$ cat src/rtl/mem_region_decode.sv
module mem_region_decode #(
  parameter int          ADDR_W    = 16,
  parameter int          PORT_W    = 8,
  parameter int          ROM_AW    = 12,
  parameter int          DATA_W    = 8,
  parameter logic [7:0]  CTRL_PORT = 8'h7F,
  parameter int          OFF_BIT   = 0,
  parameter int          HALF_BIT  = 1
) (
  input  logic                       clk,
  input  logic                       rst_n,
  input  logic [ADDR_W-PORT_W-1:0]   io_base,
  input  logic [ADDR_W-1:0]          addr,
  input  logic                       addr_valid,
  input  logic                       cpu_rw,
  input  logic                       wr_stb,
  input  logic [DATA_W-1:0]          wdata,
  output logic                       io_sel,
  output logic                       rom_sel,
  output logic                       ram_sel,
  output logic [ROM_AW:0]            rom_addr,
  output logic [PORT_W-1:0]          io_port,
  output logic                       io_read,
  output logic                       io_write
);

  localparam int HI_W = ADDR_W - PORT_W;

  logic [HI_W-1:0] page;
  logic            page_eq, page_gt;
  logic            rom_off, rom_hi;
  logic            ctrl_wr;

  assign page    = addr[ADDR_W-1:PORT_W];
  assign page_eq = (page == io_base);
  assign page_gt = (page > io_base);

  assign io_sel  = addr_valid & page_eq;
  assign rom_sel = addr_valid & page_gt & ~rom_off;
  assign ram_sel = addr_valid & ~page_eq & (~page_gt | rom_off);

  assign rom_addr = {rom_hi, addr[ROM_AW-1:0]};
  assign io_port  = addr[PORT_W-1:0];
  assign io_read  = io_sel & cpu_rw;
  assign io_write = io_sel & ~cpu_rw;

  assign ctrl_wr = io_write & wr_stb & (addr[PORT_W-1:0] == CTRL_PORT);

  always_ff @(posedge clk or negedge rst_n) begin
    if (!rst_n) begin
      rom_off <= 1'b0;
      rom_hi  <= 1'b0;
    end else if (ctrl_wr) begin
      rom_off <= wdata[OFF_BIT];
      rom_hi  <= wdata[HALF_BIT];
    end
  end

  a_r4_onehot: assert property (@(posedge clk) disable iff (!rst_n)
    addr_valid |-> $onehot({io_sel, rom_sel, ram_sel}));

  a_r4_idle: assert property (@(posedge clk) disable iff (!rst_n)
    !addr_valid |-> !(io_sel || rom_sel || ram_sel));

  a_r1_io_page: assert property (@(posedge clk) disable iff (!rst_n)
    (addr_valid && addr[ADDR_W-1:PORT_W] == io_base) |-> io_sel);

  a_r3_below_base: assert property (@(posedge clk) disable iff (!rst_n)
    (addr_valid && addr[ADDR_W-1:PORT_W] < io_base) |-> ram_sel);

  a_r9_rom_off: assert property (@(posedge clk) disable iff (!rst_n)
    (io_write && wr_stb && io_port == CTRL_PORT && wdata[OFF_BIT]) |=> !rom_sel);

  a_r10_half: assert property (@(posedge clk) disable iff (!rst_n)
    (io_write && wr_stb && io_port == CTRL_PORT) |=> (rom_addr[ROM_AW] == $past(wdata[HALF_BIT])));

  a_r11_strobes: assert property (@(posedge clk) disable iff (!rst_n)
    io_sel |-> (io_port == addr[PORT_W-1:0]) && (io_read != io_write));

  a_r11_quiet: assert property (@(posedge clk) disable iff (!rst_n)
    !io_sel |-> !(io_read || io_write));

endmodule

$ cat config.mk
export PLATFORM = sky130hd
export DESIGN_NAME = mem_region_decode
export DESIGN_NICKNAME = d
export VERILOG_FILES = /design/src/rtl/mem_region_decode.sv
export SDC_FILE = /design/constraint.sdc
export NUM_CORES = 1
export LEC_CHECK = 0
export ABC_AREA = 1
export BUFFER_PORTS_ARGS = -buffer_cell sky130_fd_sc_hd__buf_2
export CAP_MARGIN = 20
export CORE_UTILIZATION = 36
export DETAILED_ROUTE_END_ITERATION = 10
export PLACE_DENSITY = 0.84
export SLEW_MARGIN = 20
export SYNTH_ARGS = -nofsm -noshare
export SYNTH_HDL_FRONTEND = slang
export SYNTH_SLANG_ARGS = --single-unit
export TNS_END_PERCENT = 5
$ cat constraint.sdc
create_clock -name clk -period 2.9 [get_ports clk]
set_input_delay 0.435 -clock clk [delete_from_list [all_inputs] [get_ports clk]]
set_output_delay 0.435 -clock clk [all_outputs]
set_load 0.01 [all_outputs]
### After elaboration in Yosys (flattened, before gate mapping)

Index checks and enable logic that the tools add are counted.

| storage, ports and cells | value |
|---|---|
| input bits | 37 |
| logic and storage cells | 19 |
| register bits after elaboration | 2 |
| output and inout port bits | 26 |

| cells by class | value |
|---|---|
| bitwise gates (word level) | 14 |
| $lt $le $gt $ge | 1 |
| equality and inequality tests | 2 |

Operators with widths:

| kind | number |
|---|---|
| 1-bit AND | 9 |
| 8-bit by 7-bit equality test with 1-bit output (second input constant) | 1 |
| 8-bit equality test | 1 |
| 8-bit greater-than comparator | 1 |
| 1-bit inverter | 4 |
| 1-bit OR | 1 |

### Logic depth before layout (Yosys ltp)

Gate-level depths: netlist (run 1).

| logic depth | value |
|---|---|
| depth after elaboration | 5 |
| depth in mapped cells | 11 |
| mapped depth without buffers | 11 |

### Least setup slack after synthesis (run 1)

OpenSTA, ideal clock, no wires.

| timing path | value |
|---|---|
| path kind | input to output |
| start | in io_base[7] |
| end | out ram_sel |
| buffers on the path | 0 |
| setup slack | 1.154 ns |
| arrival | 1.311 ns |
| stages | 6 |
| data required time | 2.465 ns |
| path through | inv_1 -> ha_1 -> a21o_2 -> nor2_1 -> nand2_1 -> a21oi_1 |

| on the way | value |
|---|---|
| longest elaborated chain between the ends | 4 |
| elaborated cells on any way between the ends | 7 |
| those cells by class | order compare (1); eq/ne (1); bitwise (5) |

Ends and longest elaborated chain:

| what | line | source |
|---|---|---|
| from (decl) | 12 | `input logic [ADDR_W-PORT_W-1:0] io_base,` |
| 8-bit greater-than comparator / 8-bit equality test (equally long branches) | 36, 35 |  |
| 1-bit inverter | 40 | `assign ram_sel = addr_valid & ~page_eq & (~page_gt \| rom_off);` |
| 1-bit OR / 1-bit AND (equally long branches) | 40 |  |
| 1-bit AND * | 40 |  |
| to (decl) | 20 | `output logic ram_sel,` |

Every way passes the cells marked *; elsewhere a longest branch is shown, timed or not.

### Final worst setup path (run 1)

Ends and elaborated chain as after synthesis.

==> results.sh, run 1 <==
export IMPL_cts_sinks=2
export IMPL_power_mw=0.1799
export IMPL_worst_pin_slew_ns=0.2383
export IMPL_cp_common_cell="buf_2"
export IMPL_cp_arrival_ns=1.54
export IMPL_initial_core_util_pct=38.29
export IMPL_required_ns=2.47
export IMPL_hold_viol_final=0
export IMPL_max_slew_margin_pct=84.09
export IMPL_coreArea_sq_um=1506
export IMPL_area_growth_syn_to_layout_pct=30.37
export IMPL_wl_um=1136
export IMPL_vias=624
export IMPL_max_stage_delay_ns=0.32
export IMPL_crit_fanout=2
export IMPL_die_area_sq_um=1766
export IMPL_worstPathCellList="buf_2 -> inv_1 -> ha_1 -> a21o_2 -> nor2_1 -> nand2_1 -> a21oi_1 -> buf_2"
export IMPL_cp_slowest_cell="ha_1"
export IMPL_setup_viol=0
export IMPL_synth_nets=130
export IMPL_drt_iter0_drc=4
export IMPL_cts_path_max_buffers=2
export IMPL_post_drt_via_cell_ratio=4.457
export IMPL_cts_tree="done"
export IMPL_io_pins=63
export IMPL_grt_usage_pct=12.63
export IMPL_cts_root_buf="clkbuf_4"
export IMPL_synth_area_sq_um=576.8
export IMPL_io_buffer_count=56
export IMPL_startpoint_type="primary input"
export IMPL_rsz0062_at_grt="false"
export IMPL_end_kind="output port"
export IMPL_hold_buffers=1
export IMPL_post_cts_buffers=0
export IMPL_die_w_um=42.03
export IMPL_clock_latency_ns=0.22
export IMPL_hold_path_class="in -> reg"
export IMPL_synth_edf_count=0
export IMPL_ys_warn_count=0
export IMPL_fin_crit_ns=1.972
export IMPL_setup_worst_path_class="in -> out"
export IMPL_syn_area_per_cell_sq_um=6.786
export IMPL_slew_violations=0
export IMPL_fin_setup_tns_ns=0
export IMPL_cts_htree_levels=1
export IMPL_ys_seq_elements=2
export IMPL_antenna_found_initial=0
export IMPL_cts_resized=0
export IMPL_nets=171
export IMPL_post_route_drc_count=1
export IMPL_fmax_ghz=0.5070
export IMPL_post_dp_hpwl_um=1040
export IMPL_rows=14
export IMPL_grt_pass1_vias=523
export IMPL_violations="design-rule violations"
export IMPL_synthFlopType="dfrtp_1"
export IMPL_grt_pass1_wl_um=1725
export IMPL_peakVddDrop_v=0.0001599
export IMPL_diodes=0
export IMPL_async_reset_ff_share_pct=100.0
export IMPL_max_cap_violations=0
export IMPL_cellPowerDensity_nw_per_um2=239.3
export IMPL_skew_ns=0
export IMPL_grt_max_degree=5
export IMPL_yosysSeqAreaShare_pct=8.677
export IMPL_drive_gt1_share_pct=54.03
export IMPL_wl_per_cell_um=8.114
export IMPL_ant_nets=0
export IMPL_cts_buffers=3
export IMPL_status="finished with violations"
export IMPL_synth_cells=85
export IMPL_synth_cell_types=15
export IMPL_drtPass1Iterations=7
export IMPL_p_leak_nw=0.5155
export IMPL_clkTransAtPathRegs_ns=0.03
export IMPL_die_h_um=42.03
export IMPL_grt_overflow_total=0
export IMPL_place_congestion=0.6661
export IMPL_period_share_pct=68.01
## synth_stat cells (2+ instances only)
cell     count  area [sq um]
a21oi_1      4         20.02
nand3_1      3         15.01
nor2_1       5         18.77
nand2_2      2         12.51
dfrtp_1      2         50.05
ha_1         8         100.1
nand2_1     18         67.56
buf_4       21         157.7
inv_1       14         52.55
nor2_4       3         33.78
## worst max-delay path, delay by kind of cell
| family | cells | cell delay (ns) |
|---|---|---|
| buffers and inverters | 3 | 0.25 |
| AOI/OAI and AO/OA | 2 | 0.34 |
| and+or+nand+nor | 2 | 0.18 |
| adders and majority gates | 1 | 0.32 |
## final timing paths
path	from	to	slack [ns]	cells past startpoint
min in group asynchronous	rst_n	rom_hi	0.53	2
max in group asynchronous	rst_n	rom_off	2.28	2
worst max-delay path	io_base[7]	ram_sel	0.93	8
worst min register to register	rom_hi	rom_hi	0.48	2
worst min-delay path	wdata[0]	rom_off	0.44	3
worst max register to register	rom_off	rom_off	2.30	2
## metrics by stage
| stage | setup slack [ns] | hold slack, ns | std cells | area [sq um] | utilization, % |
|---|---|---|---|---|---|
| final | 0.9277 | 0.4384 | 140 | 752.0 | 49.92 |
| after global routing | 0.8597 | 0.4630 | 140 | 752.0 | 49.92 |
| after CTS | 0.9070 | 0.4333 | 140 | 752.0 | 49.92 |
| after detailed placement | 0.9092 | 0.2225 | 136 | 719.4 | 47.76 |
| after global placement | 0.9956 | 0.2191 | 136 | 719.4 | 47.76 |
| after floorplan | 1.154 | 0.1394 | 85 | 576.8 | - |
## cells in the final DEF (no fill, tap or decap)
| cell | n |
|---|---|
| nand2_2 | 2 |
| nor2_1 | 5 |
| dfrtp_1 | 2 |
| nand3_1 | 3 |
| nand2_1 | 18 |
| clkbuf_4 | 3 |
| inv_1 | 14 |
| nand3b_1 | 1 |
| nand2_4 | 1 |
| a21o_2 | 1 |
| nor3_4 | 1 |
| a21oi_1 | 4 |
| nor2_4 | 3 |
| buf_2 | 56 |
| nor3_1 | 1 |
| ha_1 | 8 |
| dlygate4sd3_1 | 1 |
## state kept, by name, indices dropped and copies added (netlist names)
signal	count
rom_hi	1
rom_off	1
## where the power goes
group / internal (mW) / leakage (nW) / switching [mW]
logic: 0.0428 / 0.474 / 0.0478
clock network: 0.0456 / 0.0138 / 0.0156
registers: 0.0281 / 0.0280 / 0.00000214
## per-layer routing
layer	share of wire, %	wire, um	track usage, %	vias to the layer above
li1	-	-	-	321
met1	36	411	10.96	255
met2	49	558	26.88	46
met3	14	157	3.448	2
met4	0.79	9	3.750	0
met5	0	0	0	-
## logic make-up after synthesis
family / share of synthesized area [%]
buf+inv: 36.44
simple gates: 32.54
fa+ha+maj: 17.35
compound gates: 4.990
flops: 8.677
## area by class of cell
cell class                      instances  area, sq um
Clock buffer                            3        22.52
Inverter                               14        52.55
Tap cell                               16        20.02
Fill cell                             157        754.5
Multi-Input combinational cell         48        316.6
Sequential cell                         2        50.05
Timing Repair Buffer                   57        290.3
(Power assumes the default switching activity.)
==> run 2: changes to the inputs <==
--- a/config.mk
+++ b/config.mk
@@ -8,9 +8,9 @@
 export ABC_AREA = 1
 export BUFFER_PORTS_ARGS = -buffer_cell sky130_fd_sc_hd__buf_2
 export CAP_MARGIN = 20
-export CORE_UTILIZATION = 36
+export CORE_UTILIZATION = 34
 export DETAILED_ROUTE_END_ITERATION = 10
-export PLACE_DENSITY = 0.84
+export PLACE_DENSITY = 0.8
 export SLEW_MARGIN = 20
 export SYNTH_ARGS = -nofsm -noshare
 export SYNTH_HDL_FRONTEND = slang
==> constraint.sdc (replaced) <==
create_clock -name clk -period 1.9 [get_ports clk]
set_input_delay 0.285 -clock clk [delete_from_list [all_inputs] [get_ports clk]]
set_output_delay 0.285 -clock clk [all_outputs]
set_load 0.01 [all_outputs]
==> run 2 against run 1 <==
Compared with the run above: critical path type unchanged; critical path depth grew 1; clock-buffer cell count is the same; combinational power grew 51%; sequential power grew 53%; the flow now finishes without violations; wire length shrank 2.4%; highest routed layer is now met3.
==> results.sh, run 2 (synthesized netlist as in run 1, its figures left out) <==
export IMPL_status="complete, no violations"
export IMPL_post_cts_buffers=0
export IMPL_p_leak_nw=0.5155
export IMPL_route_met3_wl_um=149
export IMPL_hold_path_class="in -> reg"
export IMPL_top_layer="met3"
export IMPL_crit_fanout=3
export IMPL_setup_worst_path_class="in -> out"
export IMPL_drt_iter0_drc=3
export IMPL_antenna_found_initial=0
export IMPL_ant_nets=0
export IMPL_clock_latency_ns=0.22
export IMPL_max_cap_violations=0
export IMPL_die_h_um=43.19
export IMPL_setup_viol=0
export IMPL_max_slew_margin_pct=83.07
export IMPL_cp_slowest_cell="ha_1"
export IMPL_end_kind="output port"
export IMPL_slew_violations=0
export IMPL_power_mw=0.2744
export IMPL_wl_um=1109
export IMPL_crit_family="simple AND/OR/NAND/NOR gates"
export IMPL_area_growth_syn_to_layout_pct=30.37
export IMPL_worstRegToRegCells=2
export IMPL_cp_arrival_ns=1.33
export IMPL_fin_crit_ns=1.610
export IMPL_critPathBufInv=3
export IMPL_cts_path_max_buffers=2
export IMPL_grt_usage_pct=13.24
export IMPL_place_congestion=0.6995
export IMPL_nets=171
export IMPL_grt_pass1_vias=501
export IMPL_placed_cells=136
export IMPL_initial_core_util_pct=37.42
export IMPL_cts_tree="done"
export IMPL_die_area_sq_um=1865
export IMPL_post_drt_via_cell_ratio=4.379
export IMPL_io_buffer_count=56
export IMPL_io_pins=63
export IMPL_holdWs_ns=0.2944
export IMPL_drtPass1Iterations=3
export IMPL_coreArea_sq_um=1541
export IMPL_required_ns=1.62
export IMPL_startpoint_type="primary input"
export IMPL_max_stage_delay_ns=0.30
export IMPL_cts_root_buf="clkbuf_4"
export IMPL_grt_overflow_total=0
export IMPL_cts_sinks=2
export IMPL_wl_met1_um=434
export IMPL_met2_length_um=525
export IMPL_worstHoldPathCells=3
export IMPL_layout_commonest_cell="buf_2"
export IMPL_layout_common_cells="buf_2 (56), nand2_1 (18), inv_1 (14)"
export IMPL_grt_max_degree=5
export IMPL_post_dp_hpwl_um=1028
export IMPL_cts_htree_levels=1
export IMPL_cellPowerDensity_nw_per_um2=364.9
export IMPL_post_route_drc_count=0
export IMPL_period_share_pct=84.75
export IMPL_vias=613
export IMPL_rsz0062_at_grt="false"
export IMPL_rrSetupSlack_ns=1.30
export IMPL_worstPathCellList="buf_2 -> inv_1 -> ha_1 -> nand2_1 -> nor2_4 -> a21oi_1 -> nand2_1 -> nor2_1 -> buf_2"
export IMPL_hold_end="rom_hi"
export IMPL_worst_pin_slew_ns=0.2536
export IMPL_die_w_um=43.19
export IMPL_diodes=0
export IMPL_cts_resized=0
export IMPL_fin_setup_tns_ns=0
export IMPL_drive_gt1_share_pct=54.03
export IMPL_rows=14
export IMPL_cts_buffers=3
export IMPL_hold_buffers=1
export IMPL_reg_top3="rom_hi x1, rom_off x1"
export IMPL_skew_ns=0
export IMPL_hp_start="wdata[1]"
export IMPL_grt_pass1_wl_um=1828
export IMPL_wl_per_cell_um=7.921
export IMPL_hold_viol_final=0
export IMPL_finalNonFillerCells=140
export IMPL_clkTransAtPathRegs_ns=0.03
export IMPL_r2r_start="rom_off"
export IMPL_peakVddDrop_v=0.0002043
export IMPL_fmax_ghz=0.6210
export IMPL_r2r_end="rom_off"
## run 2: cell counts in the layout (fill, tap and decap cells not counted)
No cell type changed its count.
## run 2: routing by layer
metal  up-vias  track usage (%)
li1        318                -
met2        47            25.07
met1       248            12.79
met4         0            5.455
met3         0            4.255
met5         -                0
## run 2: area by class of cell
class / count / area [sq um]
Clock buffer: 3 / 22.52
Inverter: 14 / 52.55
Timing Repair Buffer: 57 / 290.3
Fill cell: 171 / 789.5
Tap cell: 16 / 20.02
Multi-Input combinational cell: 48 / 316.6
Sequential cell: 2 / 50.05
## run 2: how the worst max path moves through the flow
stage / cells past startpoint / endpoint / start
floorplan: 6 / ram_sel / io_base[7]
global placement: 8 / ram_sel / io_base[7]
detailed placement: 9 / rom_sel / io_base[5]
CTS: 9 / rom_sel / io_base[5]
global route: 10 / rom_sel / io_base[7]
finish: 9 / rom_sel / io_base[5]
## run 2: where the power goes
group	internal, mW	leakage, nW	switching (mW)
clock network	0.0697	0.0138	0.0246
logic	0.0651	0.474	0.0721
registers	0.0429	0.0280	0.00000340
## run 2: per-stage QoR
stage | utilization, % | area, sq um | worst slack, ns
2_1_floorplan | - | 576.8 | 0.4539
3_3_place_gp | 46.67 | 719.4 | 0.3047
3_5_place_dp | 46.67 | 719.4 | 0.2708
4_1_cts | 48.78 | 752.0 | 0.2675
5_1_grt | 48.78 | 752.0 | 0.1414
6_report | 48.78 | 752.0 | 0.2897
## run 2: worst register-to-register path, cell delays in order (launching register included)
cell and delay [ns]:
dfrtp_1 0.37, nand2_1 0.07, nand2_1 0.05
